<file path="src/rtl/osd_dec_pkg.sv">
package osd_dec_pkg;

    typedef enum logic [1:0] {
        TGT_CHAR = 2'd0,
        TGT_ATTR = 2'd1,
        TGT_FONT = 2'd2
    } tgt_e;

    typedef enum logic [2:0] {
        ST_IDLE = 3'd0,
        ST_ROW  = 3'd1,
        ST_COL  = 3'd2,
        ST_DATA = 3'd3,
        ST_ANY  = 3'd4,
        ST_BULK = 3'd5
    } pst_e;

endpackage

</file>
<file path="src/rtl/osd_byte_classifier.sv">
module osd_byte_classifier
    import osd_dec_pkg::*;
#(
    parameter int ROW_W = 5,
    parameter int COL_W = 6
) (
    input  logic [7:0]       byte_i,
    input  logic             cur_is_font,
    output logic             is_row,
    output tgt_e             row_tgt,
    output logic [ROW_W-1:0] row_val,
    output logic [COL_W-1:0] col_val,
    output logic             col_bulk,
    output logic             col_ninth
);
    always_comb begin
        is_row    = byte_i[7];
        col_bulk  = byte_i[6];
        col_ninth = byte_i[5];
        if (byte_i[6]) begin
            row_tgt = TGT_FONT;
            row_val = ROW_W'(byte_i[2:0]);
        end else begin
            row_tgt = byte_i[5] ? TGT_ATTR : TGT_CHAR;
            row_val = ROW_W'(byte_i[4:0]);
        end
        col_val = cur_is_font ? COL_W'(byte_i[5:0]) : COL_W'(byte_i[4:0]);
    end
endmodule

</file>
<file path="src/rtl/osd_pos_step.sv">
module osd_pos_step #(
    parameter int ROW_W     = 5,
    parameter int COL_W     = 6,
    parameter int DISP_ROWS = 15,
    parameter int DISP_COLS = 30,
    parameter int FONT_ROWS = 8,
    parameter int FONT_COLS = 64
) (
    input  logic             is_font,
    input  logic [ROW_W-1:0] row_i,
    input  logic [COL_W-1:0] col_i,
    output logic [ROW_W-1:0] row_o,
    output logic [COL_W-1:0] col_o
);
    localparam logic [ROW_W-1:0] DISP_LAST_R = ROW_W'(DISP_ROWS - 1);
    localparam logic [COL_W-1:0] DISP_LAST_C = COL_W'(DISP_COLS - 1);
    localparam logic [ROW_W-1:0] FONT_LAST_R = ROW_W'(FONT_ROWS - 1);
    localparam logic [COL_W-1:0] FONT_LAST_C = COL_W'(FONT_COLS - 1);

    logic [ROW_W-1:0] last_r;
    logic [COL_W-1:0] last_c;

    always_comb begin
        last_r = is_font ? FONT_LAST_R : DISP_LAST_R;
        last_c = is_font ? FONT_LAST_C : DISP_LAST_C;
        if (col_i >= last_c) begin
            col_o = '0;
            row_o = (row_i >= last_r) ? '0 : row_i + 1'b1;
        end else begin
            col_o = col_i + 1'b1;
            row_o = row_i;
        end
    end
endmodule

</file>
<file path="src/rtl/osd_pkt_decoder.sv">
module osd_pkt_decoder
    import osd_dec_pkg::*;
#(
    parameter int ROW_W     = 5,
    parameter int COL_W     = 6,
    parameter int DISP_ROWS = 15,
    parameter int DISP_COLS = 30,
    parameter int FONT_ROWS = 8,
    parameter int FONT_COLS = 64
) (
    input  logic             clk,
    input  logic             rst_n,
    input  logic             frm_start,
    input  logic             frm_end,
    input  logic             byte_vld,
    input  logic [7:0]       byte_in,
    output logic             wr_stb,
    output logic [1:0]       wr_tgt,
    output logic [ROW_W-1:0] wr_row,
    output logic [COL_W-1:0] wr_col,
    output logic [8:0]       wr_data
);
    typedef struct packed {
        pst_e             st;
        tgt_e             tgt;
        logic [ROW_W-1:0] row;
        logic [COL_W-1:0] col;
        logic             ninth;
        logic             stb;
        tgt_e             o_tgt;
        logic [ROW_W-1:0] o_row;
        logic [COL_W-1:0] o_col;
        logic [8:0]       o_data;
    } dec_t;

    dec_t s_d, s_q;

    logic             cls_is_row;
    tgt_e             cls_tgt;
    logic [ROW_W-1:0] cls_row;
    logic [COL_W-1:0] cls_col;
    logic             cls_bulk;
    logic             cls_ninth;
    logic [ROW_W-1:0] nxt_row;
    logic [COL_W-1:0] nxt_col;
    pst_e             base_st;

    osd_byte_classifier #(.ROW_W(ROW_W), .COL_W(COL_W)) u_cls (
        .byte_i      (byte_in),
        .cur_is_font (s_q.tgt == TGT_FONT),
        .is_row      (cls_is_row),
        .row_tgt     (cls_tgt),
        .row_val     (cls_row),
        .col_val     (cls_col),
        .col_bulk    (cls_bulk),
        .col_ninth   (cls_ninth)
    );

    osd_pos_step #(
        .ROW_W(ROW_W), .COL_W(COL_W),
        .DISP_ROWS(DISP_ROWS), .DISP_COLS(DISP_COLS),
        .FONT_ROWS(FONT_ROWS), .FONT_COLS(FONT_COLS)
    ) u_step (
        .is_font (s_q.tgt == TGT_FONT),
        .row_i   (s_q.row),
        .col_i   (s_q.col),
        .row_o   (nxt_row),
        .col_o   (nxt_col)
    );

    always_comb begin
        s_d     = s_q;
        s_d.stb = 1'b0;
        base_st = frm_start ? ST_ROW : s_q.st;
        s_d.st  = base_st;

        if (byte_vld) begin
            case (base_st)
                ST_ROW, ST_COL, ST_ANY: begin
                    if (cls_is_row && base_st != ST_COL) begin
                        s_d.tgt = cls_tgt;
                        s_d.row = cls_row;
                        s_d.st  = ST_COL;
                    end else if (!cls_is_row && base_st != ST_ROW) begin
                        s_d.col = cls_col;
                        s_d.st  = cls_bulk ? ST_BULK : ST_DATA;
                        if (s_q.tgt == TGT_CHAR) begin
                            s_d.ninth = cls_ninth;
                        end
                    end
                end
                ST_DATA, ST_BULK: begin
                    s_d.stb    = 1'b1;
                    s_d.o_tgt  = s_q.tgt;
                    s_d.o_row  = s_q.row;
                    s_d.o_col  = s_q.col;
                    s_d.o_data = {(s_q.tgt == TGT_CHAR) & s_q.ninth, byte_in};
                    if (base_st == ST_BULK) begin
                        s_d.row = nxt_row;
                        s_d.col = nxt_col;
                    end else begin
                        s_d.st = ST_ANY;
                    end
                end
                default: ;
            endcase
        end

        if (frm_end) begin
            s_d.st = ST_IDLE;
        end
    end

    always_ff @(posedge clk or negedge rst_n) begin
        if (!rst_n) begin
            s_q <= '0;
        end else begin
            s_q <= s_d;
        end
    end

    assign wr_stb  = s_q.stb;
    assign wr_tgt  = s_q.o_tgt;
    assign wr_row  = s_q.o_row;
    assign wr_col  = s_q.o_col;
    assign wr_data = s_q.o_data;

endmodule

</file>
<file path="config.mk">
export PLATFORM = sky130hd
export DESIGN_NAME = osd_pkt_decoder
export DESIGN_NICKNAME = d
export VERILOG_FILES = /design/src/rtl/osd_dec_pkg.sv /design/src/rtl/osd_byte_classifier.sv /design/src/rtl/osd_pos_step.sv /design/src/rtl/osd_pkt_decoder.sv
export SDC_FILE = /design/constraint.sdc
export NUM_CORES = 1
export LEC_CHECK = 0
export BUFFER_PORTS_ARGS = -buffer_cell sky130_fd_sc_hd__buf_2
export CAP_MARGIN = 30
export CORE_MARGIN = 2
export CORE_UTILIZATION = 45
export CTS_CLUSTER_SIZE = 24
export DETAILED_ROUTE_END_ITERATION = 6
export PLACE_DENSITY = 0.68
export SYNTH_ARGS = -nofsm -noshare
export SYNTH_HDL_FRONTEND = slang
export SYNTH_SLANG_ARGS = --single-unit
</file>
<file path="constraint.sdc">
create_clock -name clk -period 1.8 [get_ports clk]
set_input_delay 0.18 -clock clk [delete_from_list [all_inputs] [get_ports clk]]
set_output_delay 0.18 -clock clk [all_outputs]
set_load 0.01 [all_outputs]
</file>
==> results.tsv, run 1 <==
stage	metric	value	unit
synth	synth.largest_area_cell	dfrtp_1	
cells_and_area	layout.nets	270	
global_routing	use_met3	4.47	%
worst_setup_path	reg2reg_setup_slack	-0.20	ns
synth	yosys_register_bits	40	
global_routing	grt_pass1_wl	8.62	mm
sta	rsz0062_at_grt	yes	
worst_setup_path	setup.worst_path.start_class	flop	
sta	tightest_slew	0.576	ns
clock_network	root_buffer	clkbuf_8	
global_routing	grt_pass1_vias	1784	
power	power.density	950	nW/um2
worst_setup_path	slowest_delay	0.41	ns
worst_setup_path	required	1.98	ns
worst_setup_path	crit_path_cell_trace	nor2b_4 -> inv_2 -> ha_4 -> nand4_1 -> a211o_1 -> buf_4 -> a32o_1 -> mux2_4	
min_path	holdPathEnd	s_q[37]$_DFF_PN0_	
detailed_routing	avgViaCountPerCell	5.43	
floorplan	die_w	76.8	um
placed_design	placed_area	2650	um2
cells_and_area	fin_util	55.9	%
worst_setup_path	critPathKind	reg2reg	
synth	syn_area	2380	um2
placed_design	dpl_worst_slack	-0.227	ns
synth	seq_area_frac_synth	42.0	%
synth	avgSynthCellArea	11.2	um2
worst_setup_path	critical_path_buf_inv_count	2	
synth	synth_nets	230	
detailed_routing	wl_per_cell	15.6	um
detailed_routing	drt_wl_total	5.06	mm
floorplan	fp.dieH	76.8	um
cells_and_area	fillers	464	
min_path	hold_class	in2reg	
synth	yosys_warnings	0	
worst_setup_path	worst_r2r_endpoint	s_q[25]$_DFFE_PN0P_	
clock_network	cts_buffer_depth	2	
worst_setup_path	ff2ff_path_depth	8	
detailed_routing	ant_nets	0	
clock_network	cts_made_buffers	5	
global_routing	antenna_found_initial	0	
sta	fin_setup_tns	-1.71	ns
cells_and_area	n_antenna_cell	0	
worst_setup_path	timing.rr.start	s_q[35]$_DFFE_PN0P_	
clock_network	cts_max_level	2	
worst_setup_path	critPathTopFamily	compound AO/OA/AOI/OAI gates	
sta	finalSetupViolCount	11	
worst_setup_path	worstPathMaxFanout	3	
worst_setup_path	end_kind	flop	
clock_network	clk_pin_slew	0.08	ns
detailed_routing	drt_iter0_drc	102	
worst_setup_path	crit_arrival	2.18	ns
cells_and_area	finalInstanceArea	2860	um2
power	leakage	1.36	nW
placed_design	hpwl	3.79	mm
floorplan	dieArea	5890	um2
global_routing	grt_usage	18.4	%
sta	finClkSkew	0.00735	ns
cells_and_area	seqCellArea	1000	um2
cells_and_area	syn_to_final_growth	19.9	%
worst_setup_path	crit_path_top_delay_cell	dfrtp_1	
sta	hold_viol	0	
min_path	worstHoldPathCells	2	
sta	min_period_over_period	111	%
cells_and_area	fin_cells	324	
global_routing	grt_max_degree	23	
min_path	hold_path.startpoint	frm_end	
synth	synth_cell_types	53	
floorplan	rows	26	
synth	synthCells	213	
synth	synth-edff-count	0	
sta	finalMaxSlewViolations	0	
power	ir_drop	0.537	mV
detailed_routing	route.detailed.drc	0	
global_routing	grt.met2_usage	29.2	%
clock_network	cts.sinks	40	
floorplan	start_util	46.6	%
synth	yosysTopAreaCellShare	42.0	%
sta	fin_ws	-0.203	ns
detailed_routing	drtPass1Iterations	5	
sta	max_freq	0.499	GHz
sta	slew_headroom	61.3	%
floorplan	io_pins	36	
sta	fin_crit	2.00	ns
global_routing	busiest_layer	met2	
global_routing	gr-usage-met1	23.8	%
synth	async_reset_ff_share	100	%
clock_network	cts_tree	built	
run_status	violations	negative setup slack	
cells_and_area	multi_input_area	1160	um2
placed_design	gp_congestion	0.849	
detailed_routing	vias	1760	
synth	synth_area_leaders	dfrtp_1 (42%), mux2_2 (11%), buf_4 (7.9%)	
flow_run	drv_cap	0	
placed_design	dp.cells	314	
placed_design	port_buffers	35	
clock_network	clock_latency	0.30	ns
synth	synth_flop_cell	dfrtp_1	
cells_and_area	layout-drive-gt1-share	46.9	%
floorplan	core_area	5110	um2
run_status	status	finished, violations left	
global_routing	gr-total-overflow	0	
## registers in the layout, summed over array words and instances (netlist names)
| register | count |
|---|---|
| wr_stb | 1 |
| wr_tgt | 2 |
| s_q | 17 |
| wr_data | 9 |
| wr_col | 6 |
| wr_row | 5 |
## power by group
group / switching [W] / internal (W)
Sequential: 0.000124 / 0.00106
Combinational: 0.000343 / 0.000368
Clock: 0.000324 / 0.000489
Total: 0.000791 / 0.00192
## stage by stage
step	total power, W	hold slack [ns]
after floorplan	0.00168	-0.116
after global placement	0.00185	0.168
after detailed placement	0.00187	0.171
after CTS	0.00272	0.0685
after global routing	0.00287	0.0695
final	0.00271	0.0736
## layout make-up
class	count	share of cell area, %
Inverter	14	1.84
Clock buffer	7	3.37
Sequential cell	40	35.1
Tap cell	70	3.07
Clock inverter	1	1.05
Timing Repair Buffer	66	15.1
Multi-Input combinational cell	126	40.5
## metal layers
metal,routed length [um],share of wire (%),vias up
met5,0,0,-
met4,119,2.4,0
met3,188,3.7,8
met2,2380,47,44
met1,2380,47,859
li1,-,-,849
## synth_stat cells (4+ instances only)
cell	number
dfrtp_1	40
buf_4	25
mux2_2	24
inv_1	13
nor2_1	8
a32oi_1	7
nand3_1	6
a21oi_1	5
a311oi_1	5
nor2b_1	5
ha_1	4
o22ai_1	4
## cell families after synthesis
group	share of synthesized area, %
adder cells (fa/ha/maj)	2.10
flip-flops	42.0
AND/OR/NAND/NOR	15.5
buffers and inverters	12.1
AO/OA/AOI/OAI	13.1
multiplexers	14.1
XOR/XNOR	1.05
## worst max-delay path by stage
stage / start / endpoint / slack, ns / cells past startpoint
4_1_cts: s_q[35]$_DFFE_PN0P_ / s_q[25]$_DFFE_PN0P_ / -0.21 / 8
3_5_place_dp: s_q[36]$_DFFE_PN0P_ / s_q[31]$_DFFE_PN0P_ / -0.23 / 7
5_1_grt: s_q[36]$_DFFE_PN0P_ / s_q[31]$_DFFE_PN0P_ / -0.27 / 7
3_3_place_gp: s_q[35]$_DFFE_PN0P_ / s_q[34]$_DFFE_PN0P_ / -0.18 / 7
2_1_floorplan: s_q[35]$_DFFE_PN0P_ / s_q[31]$_DFFE_PN0P_ / -0.15 / 7
6_report: s_q[35]$_DFFE_PN0P_ / s_q[25]$_DFFE_PN0P_ / -0.20 / 8
## cell usage in the layout, fill, tap and decap left out, types with 5 or more instances in the layout
cell      synthesis  layout
clkbuf_8          0       7
buf_4            25      27
a21oi_1           5       5
mux2_2           24      24
inv_1            13      12
dfrtp_1          40      40
buf_2             3      35
nand3_1           6       6
nor2_1            8       8
a32oi_1           7       7
## what timing repair did
item	4_1_cts	5_1_grt
endpoints found under the hold margin	18	0
setup endpoints to repair	11	11
buffers inserted	1	0
gates cloned	0	0
pin swaps	6	6
resized for setup	8	3
hold buffers	1	0
Note: power is estimated with default switching activity, not from simulation.
==> inputs of run 2 (changes only) <==
BUFFER_PORTS_ARGS = not set   (was -buffer_cell sky130_fd_sc_hd__buf_2)
DONT_BUFFER_PORTS = 1   (was not set)
PLACE_DENSITY = 0.6   (was 0.68)
==> run 2 against run 1 <==
Effect of this change:
- the run still ends with negative setup slack left
- first-iteration DRC count down 33%
- global-route usage up 0.47 points
- sequential power up 5%
- via count down 2.2%
- critical path depth down 1
- routed wire length up 10%
- non-clock buffer count down 22
- total power down 6.6%
- combinational power down 11%
- setup slack worse by 0.056 ns
- core utilization up 0.22 points
- critical path type unchanged
- critical endpoint is now s_q[34]$_DFFE_PN0P_
==> results.tsv, run 2 (synthesized netlist as in run 1, its figures left out) <==
stage	metric	value	unit	change
clock_network	cts_made_buffers	5		unchanged
floorplan	fp.dieH	76.8	um	unchanged
global_routing	antenna_found_initial	0		unchanged
power	power.density	884	nW/um2	-6.9%
worst_setup_path	required	1.99	ns	about the same
cells_and_area	syn_to_final_growth	20.3	%	
power	power.net_switching	0.000793	W	+0.15%
global_routing	grt_pass1_wl	8.82	mm	+2.3%
sta	tightest_slew	0.699	ns	+0.123 ns
clock_network	cts_max_level	2		unchanged
power	total_power	0.00253	W	-6.6%
floorplan	rows	26		unchanged
power	clkPwrFrac	25.6	%	-4.4 points
clock_network	cts.sinks	40		unchanged
sta	min_period_over_period	114	%	+3.1 points
worst_setup_path	crit_path_cell_trace	nor2b_4 -> inv_1 -> ha_1 -> nand4_1 -> a211o_1 -> a211o_4 -> mux2_4		
sta	finalSetupViolCount	11		unchanged
floorplan	core_area	5110	um2	unchanged
detailed_routing	drt_iter0_drc	68		-33%
detailed_routing	drt_wl_total	5.58	mm	+10%
sta	rsz0062_at_grt	yes		
clock_network	root_buffer	clkbuf_8		
worst_setup_path	crit_path_top_delay_cell	dfrtp_1		
detailed_routing	vias	1721		-2.2%
clock_network	clk_pin_slew	0.09	ns	about the same
sta	fin_ws	-0.259	ns	-0.0562 ns
sta	finalMaxSlewViolations	0		unchanged
cells_and_area	n_antenna_cell	0		unchanged
detailed_routing	drtPass1Iterations	4		-1
floorplan	dieArea	5890	um2	unchanged
detailed_routing	wl_per_cell	18.5	um	+18%
worst_setup_path	end_kind	flop		
placed_design	dpl_worst_slack	-0.282	ns	-0.0552 ns
min_path	hold_class	in2reg		
power	leakage	1.28	nW	-5.6%
power	intPower	0.00174	W	-9.3%
placed_design	port_buffers	0		-100%
clock_network	clock_latency	0.30	ns	about the same
placed_design	hpwl	3.73	mm	-1.4%
worst_setup_path	critPathKind	reg2reg		
cells_and_area	regMostFlops	s_q		
floorplan	die_w	76.8	um	unchanged
power	combinationalPowerShare	24.9	%	-1.3 points
global_routing	gr-total-overflow	0		unchanged
cells_and_area	layout-drive-gt1-share	42.7	%	-4.2 points
worst_setup_path	critical_path_buf_inv_count	1		-1
cells_and_area	fillers	443		-4.5%
cells_and_area	fin_cells	302		-6.8%
sta	finClkSkew	0.00822	ns	+0.000871 ns
worst_setup_path	crit_arrival	2.25	ns	+0.07 ns
cells_and_area	final_common_cell	dfrtp_1		
sta	max_freq	0.486	GHz	-2.7%
flow_run	drv_cap	0		unchanged
cells_and_area	largest_reg_flops	17		unchanged
placed_design	gp_congestion	0.860		+1.4%
sta	fin_crit	2.06	ns	+0.0562 ns
run_status	status	finished, violations left		
worst_setup_path	worstPathMaxFanout	4		+1
sta	fin_setup_tns	-2.00	ns	-0.286 ns
sta	slew_headroom	53.0	%	-8.3 points
floorplan	io_pins	36		unchanged
detailed_routing	ant_nets	0		unchanged
global_routing	grt_usage	18.9	%	+0.47 points
clock_network	cts_tree	built		
power	ir_drop	0.430	mV	-20%
cells_and_area	seqCellArea	1000	um2	+0.37%
worst_setup_path	setup.worst_path.start_class	flop		
worst_setup_path	critPathTopFamily	compound AO/OA/AOI/OAI gates		
cells_and_area	layout.nets	248		-8.1%
sta	hold_viol	0		unchanged
detailed_routing	avgViaCountPerCell	5.70		+4.9%
power	p_sw_share	31.3	%	+2.1 points
floorplan	start_util	46.6	%	unchanged
global_routing	grt_pass1_vias	1749		-2.0%
cells_and_area	mostFrequentLayoutCells	dfrtp_1 (37), buf_4 (31), mux2_4 (16)		
placed_design	dp.cells	281		-11%
sta	hold_ws	0.0203	ns	-0.0533 ns
global_routing	grt_max_degree	41		+78%
cells_and_area	multi_input_area	1230	um2	+6.5%
power	seq_power_share	49.4	%	+5.6 points
run_status	violations	negative setup slack		
detailed_routing	route.detailed.drc	0		unchanged
worst_setup_path	slowest_delay	0.42	ns	about the same
clock_network	cts_buffer_depth	2		unchanged
## run 2: path summary, 6_finish.rpt
kind,cells after the start,slack [ns],from,end
setup / recovery,7,-0.26,s_q[35]$_DFFE_PN0P_,s_q[34]$_DFFE_PN0P_
hold / removal,1,0.02,byte_in[0],wr_data[0]$_DFFE_PN0P_
setup reg to reg,7,-0.26,s_q[35]$_DFFE_PN0P_,s_q[34]$_DFFE_PN0P_
hold reg to reg,1,0.51,s_q[23]$_DFFE_PN0P_,s_q[23]$_DFFE_PN0P_
max in group asynchronous,2,1.23,rst_n,s_q[37]$_DFF_PN0_
min in group asynchronous,2,0.34,rst_n,s_q[29]$_DFFE_PN0P_
## run 2: layer usage
| layer | share of wire (%) | GRT usage (%) | vias to the layer above |
|---|---|---|---|
| li1 | - | - | 796 |
| met1 | 42 | 22.7 | 862 |
| met2 | 51 | 31.8 | 52 |
| met3 | 5.2 | 5.53 | 11 |
| met4 | 1.7 | 7.27 | 0 |
| met5 | 0 | 0 | - |
## run 2: stage by stage
stage / area (um2) / util [%]
after detailed placement: 2480 / 48.5
after global routing: 2870 / 56.1
after CTS: 2680 / 52.4
final: 2870 / 56.1
after global placement: 2480 / 48.5
after floorplan: 2400 / -
## run 2: power by group through the flow
stage               sequential (W)  combinational, W  clock, W
finish                     0.00125          0.000632  0.000650
global route               0.00127          0.000689  0.000707
CTS                        0.00125          0.000563  0.000671
detailed placement         0.00126          0.000505         0
global placement           0.00126          0.000485         0
floorplan                  0.00118          0.000505         0
## run 2: layout make-up
cell class	count	area share, %
clock buffers	6	2.88
clock inverters	2	0.480
inverters	14	1.83
multi-input cells	126	43.0
flip-flops and latches	40	35.1
well taps	70	3.06
repair buffers	44	13.7
## run 2: worst register-to-register path: cells and delay by family, from the launching register on
kind            cells  cell delay (ns)
flops               1             0.42
mux                 1             0.31
simple gates        2             0.24
buf+inv             1             0.06
compound gates      2             0.66
fa+ha+maj           1             0.27
## run 2: timing repair
item	in CTS	in global routing
endpoints found under the hold margin	42	0
endpoints found under the setup margin	11	34
hold buffers	3	0
gates cloned	0	2
setup buffers	1	7
resized for setup	10	34
pin swaps	7	8
==> inputs of run 3 (changes only) <==
CAP_MARGIN = 20   (was 30)
PLACE_DENSITY = 0.61   (was 0.6)
==> run 3 against run 2 <==
Effect of this change:
- the flow still finishes with violations (negative setup slack)
- combinational power down 9.5%
- total power is 3.9% lower
- via count fell by 4.1%
- core utilization down 3.8 points
- non-clock buffer count fell by 12
- cell count shrank 4.0%
- clock skew shrank 0.0019 ns
- flip-flop and latch count unchanged
- register-to-register slack better by 0.04 ns
==> results.tsv, run 3 (synthesized netlist as in run 1, its figures left out) <==
stage	metric	value	unit	change
clock_network	cts_tree	built		
sta	min_period_over_period	112	%	-2.2 points
power	intPower	0.00166	W	-4.8%
sta	hold_viol	0		unchanged
worst_setup_path	ff2ff_path_depth	7		unchanged
sta	finalSetupViolCount	11		unchanged
min_path	hold_path.startpoint	frm_end		
power	clkPwrFrac	25.0	%	-0.6 points
floorplan	core_area	5110	um2	unchanged
detailed_routing	ant_nets	0		unchanged
global_routing	grt_pass1_vias	1677		-4.1%
floorplan	fp.dieH	76.8	um	unchanged
detailed_routing	route.detailed.drc	0		unchanged
placed_design	hpwl	3.62	mm	-3.1%
worst_setup_path	critPathKind	reg2reg		
clock_network	root_buffer	clkbuf_8		
worst_setup_path	setup.worst_path.start_class	flop		
detailed_routing	drt_wl_total	5.11	mm	-8.5%
sta	rsz0062_at_grt	yes		
detailed_routing	wl_per_cell	17.6	um	-4.7%
min_path	worstHoldPathCells	2		+1
worst_setup_path	reg2reg_setup_slack	-0.22	ns	+0.04 ns
sta	finalMaxSlewViolations	0		unchanged
placed_design	dpl_worst_slack	-0.211	ns	+0.0709 ns
power	combinationalPowerShare	23.5	%	-1.4 points
power	leakage	1.18	nW	-7.9%
sta	max_freq	0.495	GHz	+2.0%
floorplan	dieArea	5890	um2	unchanged
worst_setup_path	crit_arrival	2.20	ns	-0.05 ns
detailed_routing	avgViaCountPerCell	5.69		-0.16%
cells_and_area	mostFrequentLayoutCells	dfrtp_1 (40), buf_4 (25), mux2_2 (24)		
worst_setup_path	worstPathMaxFanout	3		-1
clock_network	clock_latency	0.29	ns	about the same
detailed_routing	drtPass1Iterations	4		unchanged
floorplan	io_pins	36		unchanged
worst_setup_path	worst_r2r_endpoint	s_q[31]$_DFFE_PN0P_		
global_routing	grt_pass1_wl	8.60	mm	-2.5%
power	total_power	0.00244	W	-3.9%
global_routing	antenna_found_initial	0		unchanged
detailed_routing	vias	1650		-4.1%
floorplan	rows	26		unchanged
worst_setup_path	end_kind	flop		
sta	tightest_slew	0.636	ns	-0.0625 ns
clock_network	cts.sinks	40		unchanged
worst_setup_path	timing.rr.start	s_q[35]$_DFFE_PN0P_		
power	power.density	912	nW/um2	+3.2%
floorplan	die_w	76.8	um	unchanged
power	ir_drop	0.470	mV	+9.1%
global_routing	grt_usage	18.3	%	-0.51 points
run_status	violations	negative setup slack		
cells_and_area	syn_to_final_growth	12.1	%	
worst_setup_path	required	1.98	ns	about the same
global_routing	grt_max_degree	41		unchanged
sta	slew_headroom	57.3	%	+4.2 points
sta	fin_setup_tns	-1.72	ns	+0.278 ns
min_path	holdPathEnd	s_q[38]$_DFF_PN0_		
clock_network	cts_buffer_depth	2		unchanged
floorplan	start_util	46.6	%	unchanged
clock_network	cts_made_buffers	5		unchanged
flow_run	drv_cap	0		unchanged
cells_and_area	final_common_cell	dfrtp_1		
min_path	hold_class	in2reg		
power	seq_power_share	51.5	%	+2.1 points
cells_and_area	n_antenna_cell	0		unchanged
cells_and_area	layout-drive-gt1-share	39.1	%	-3.6 points
clock_network	clk_pin_slew	0.08	ns	about the same
detailed_routing	drt_iter0_drc	81		+19%
power	p_sw_share	31.9	%	+0.67 points
sta	fin_ws	-0.220	ns	+0.0394 ns
power	power.net_switching	0.000778	W	-1.8%
sta	fin_crit	2.02	ns	-0.0394 ns
clock_network	cts_max_level	2		unchanged
sta	finClkSkew	0.00629	ns	-0.00193 ns
placed_design	gp_congestion	0.855		-0.58%
cells_and_area	regMostFlops	s_q		
cells_and_area	largest_reg_flops	17		unchanged
run_status	status	finished, violations left		
cells_and_area	layout.nets	236		-4.8%
global_routing	gr-total-overflow	0		unchanged
placed_design	port_buffers	0		unchanged
run 3: power by group through the flow:
stage	Sequential (W)	Clock [W]	Combinational, W
after floorplan	0.00118	0	0.000505
final	0.00126	0.000609	0.000572
after global placement	0.00127	0	0.000481
after global routing	0.00128	0.000685	0.000625
after CTS	0.00125	0.000632	0.000558
after detailed placement	0.00127	0	0.000491
run 3: cell type report:
type | instances | area, um2
clock inverters | 3 | 21.3
flip-flops and latches | 40 | 1000
fillers | 453 | 2440
multi-input cells | 126 | 1170
well taps | 70 | 87.6
repair buffers | 32 | 273
clock buffers | 5 | 68.8
inverters | 14 | 52.6
run 3: critical path, stage by stage, from the launching register on:
cell     delay [ns]
dfrtp_1        0.41
nor2b_4        0.14
inv_2          0.05
ha_4           0.25
nand4_1        0.08
a211o_1        0.30
a211o_4        0.37
mux2_4         0.30
run 3: worst max-delay path by stage:
stage / to / slack (ns) / start / cells past startpoint
finish: s_q[31]$_DFFE_PN0P_ / -0.22 / s_q[35]$_DFFE_PN0P_ / 7
global route: s_q[31]$_DFFE_PN0P_ / -0.29 / s_q[35]$_DFFE_PN0P_ / 7
CTS: s_q[25]$_DFFE_PN0P_ / -0.18 / s_q[35]$_DFFE_PN0P_ / 8
detailed placement: s_q[31]$_DFFE_PN0P_ / -0.21 / s_q[35]$_DFFE_PN0P_ / 7
global placement: s_q[31]$_DFFE_PN0P_ / -0.18 / s_q[35]$_DFFE_PN0P_ / 7
floorplan: s_q[31]$_DFFE_PN0P_ / -0.15 / s_q[35]$_DFFE_PN0P_ / 7
run 3: what timing repair did:
action,CTS,global route
setup buffers,2,0
setup endpoints to repair,10,13
hold endpoints to repair,42,0
resized for setup,10,5
pin swaps,7,6
hold buffers,3,0
run 3: routing by layer:
| layer | track usage [%] | vias up | share of wire, % |
|---|---|---|---|
| met5 | 0 | - | 0 |
| met4 | 4.55 | 0 | 0.67 |
| met3 | 5.76 | 4 | 6.3 |
| met2 | 30.6 | 50 | 51 |
| met1 | 23.1 | 821 | 42 |
| li1 | - | 775 | - |
run 3: per-stage QoR:
step           hold WS (ns)  cells  area (um2)  utilization, %
5_1_grt             0.00883    290        2670            52.3
6_report             0.0313    290        2670            52.3
2_1_floorplan        -0.116    213        2400               -
4_1_cts              0.0199    290        2640            51.8
3_3_place_gp         -0.114    277        2450            47.9
3_5_place_dp         -0.114    277        2450            47.9
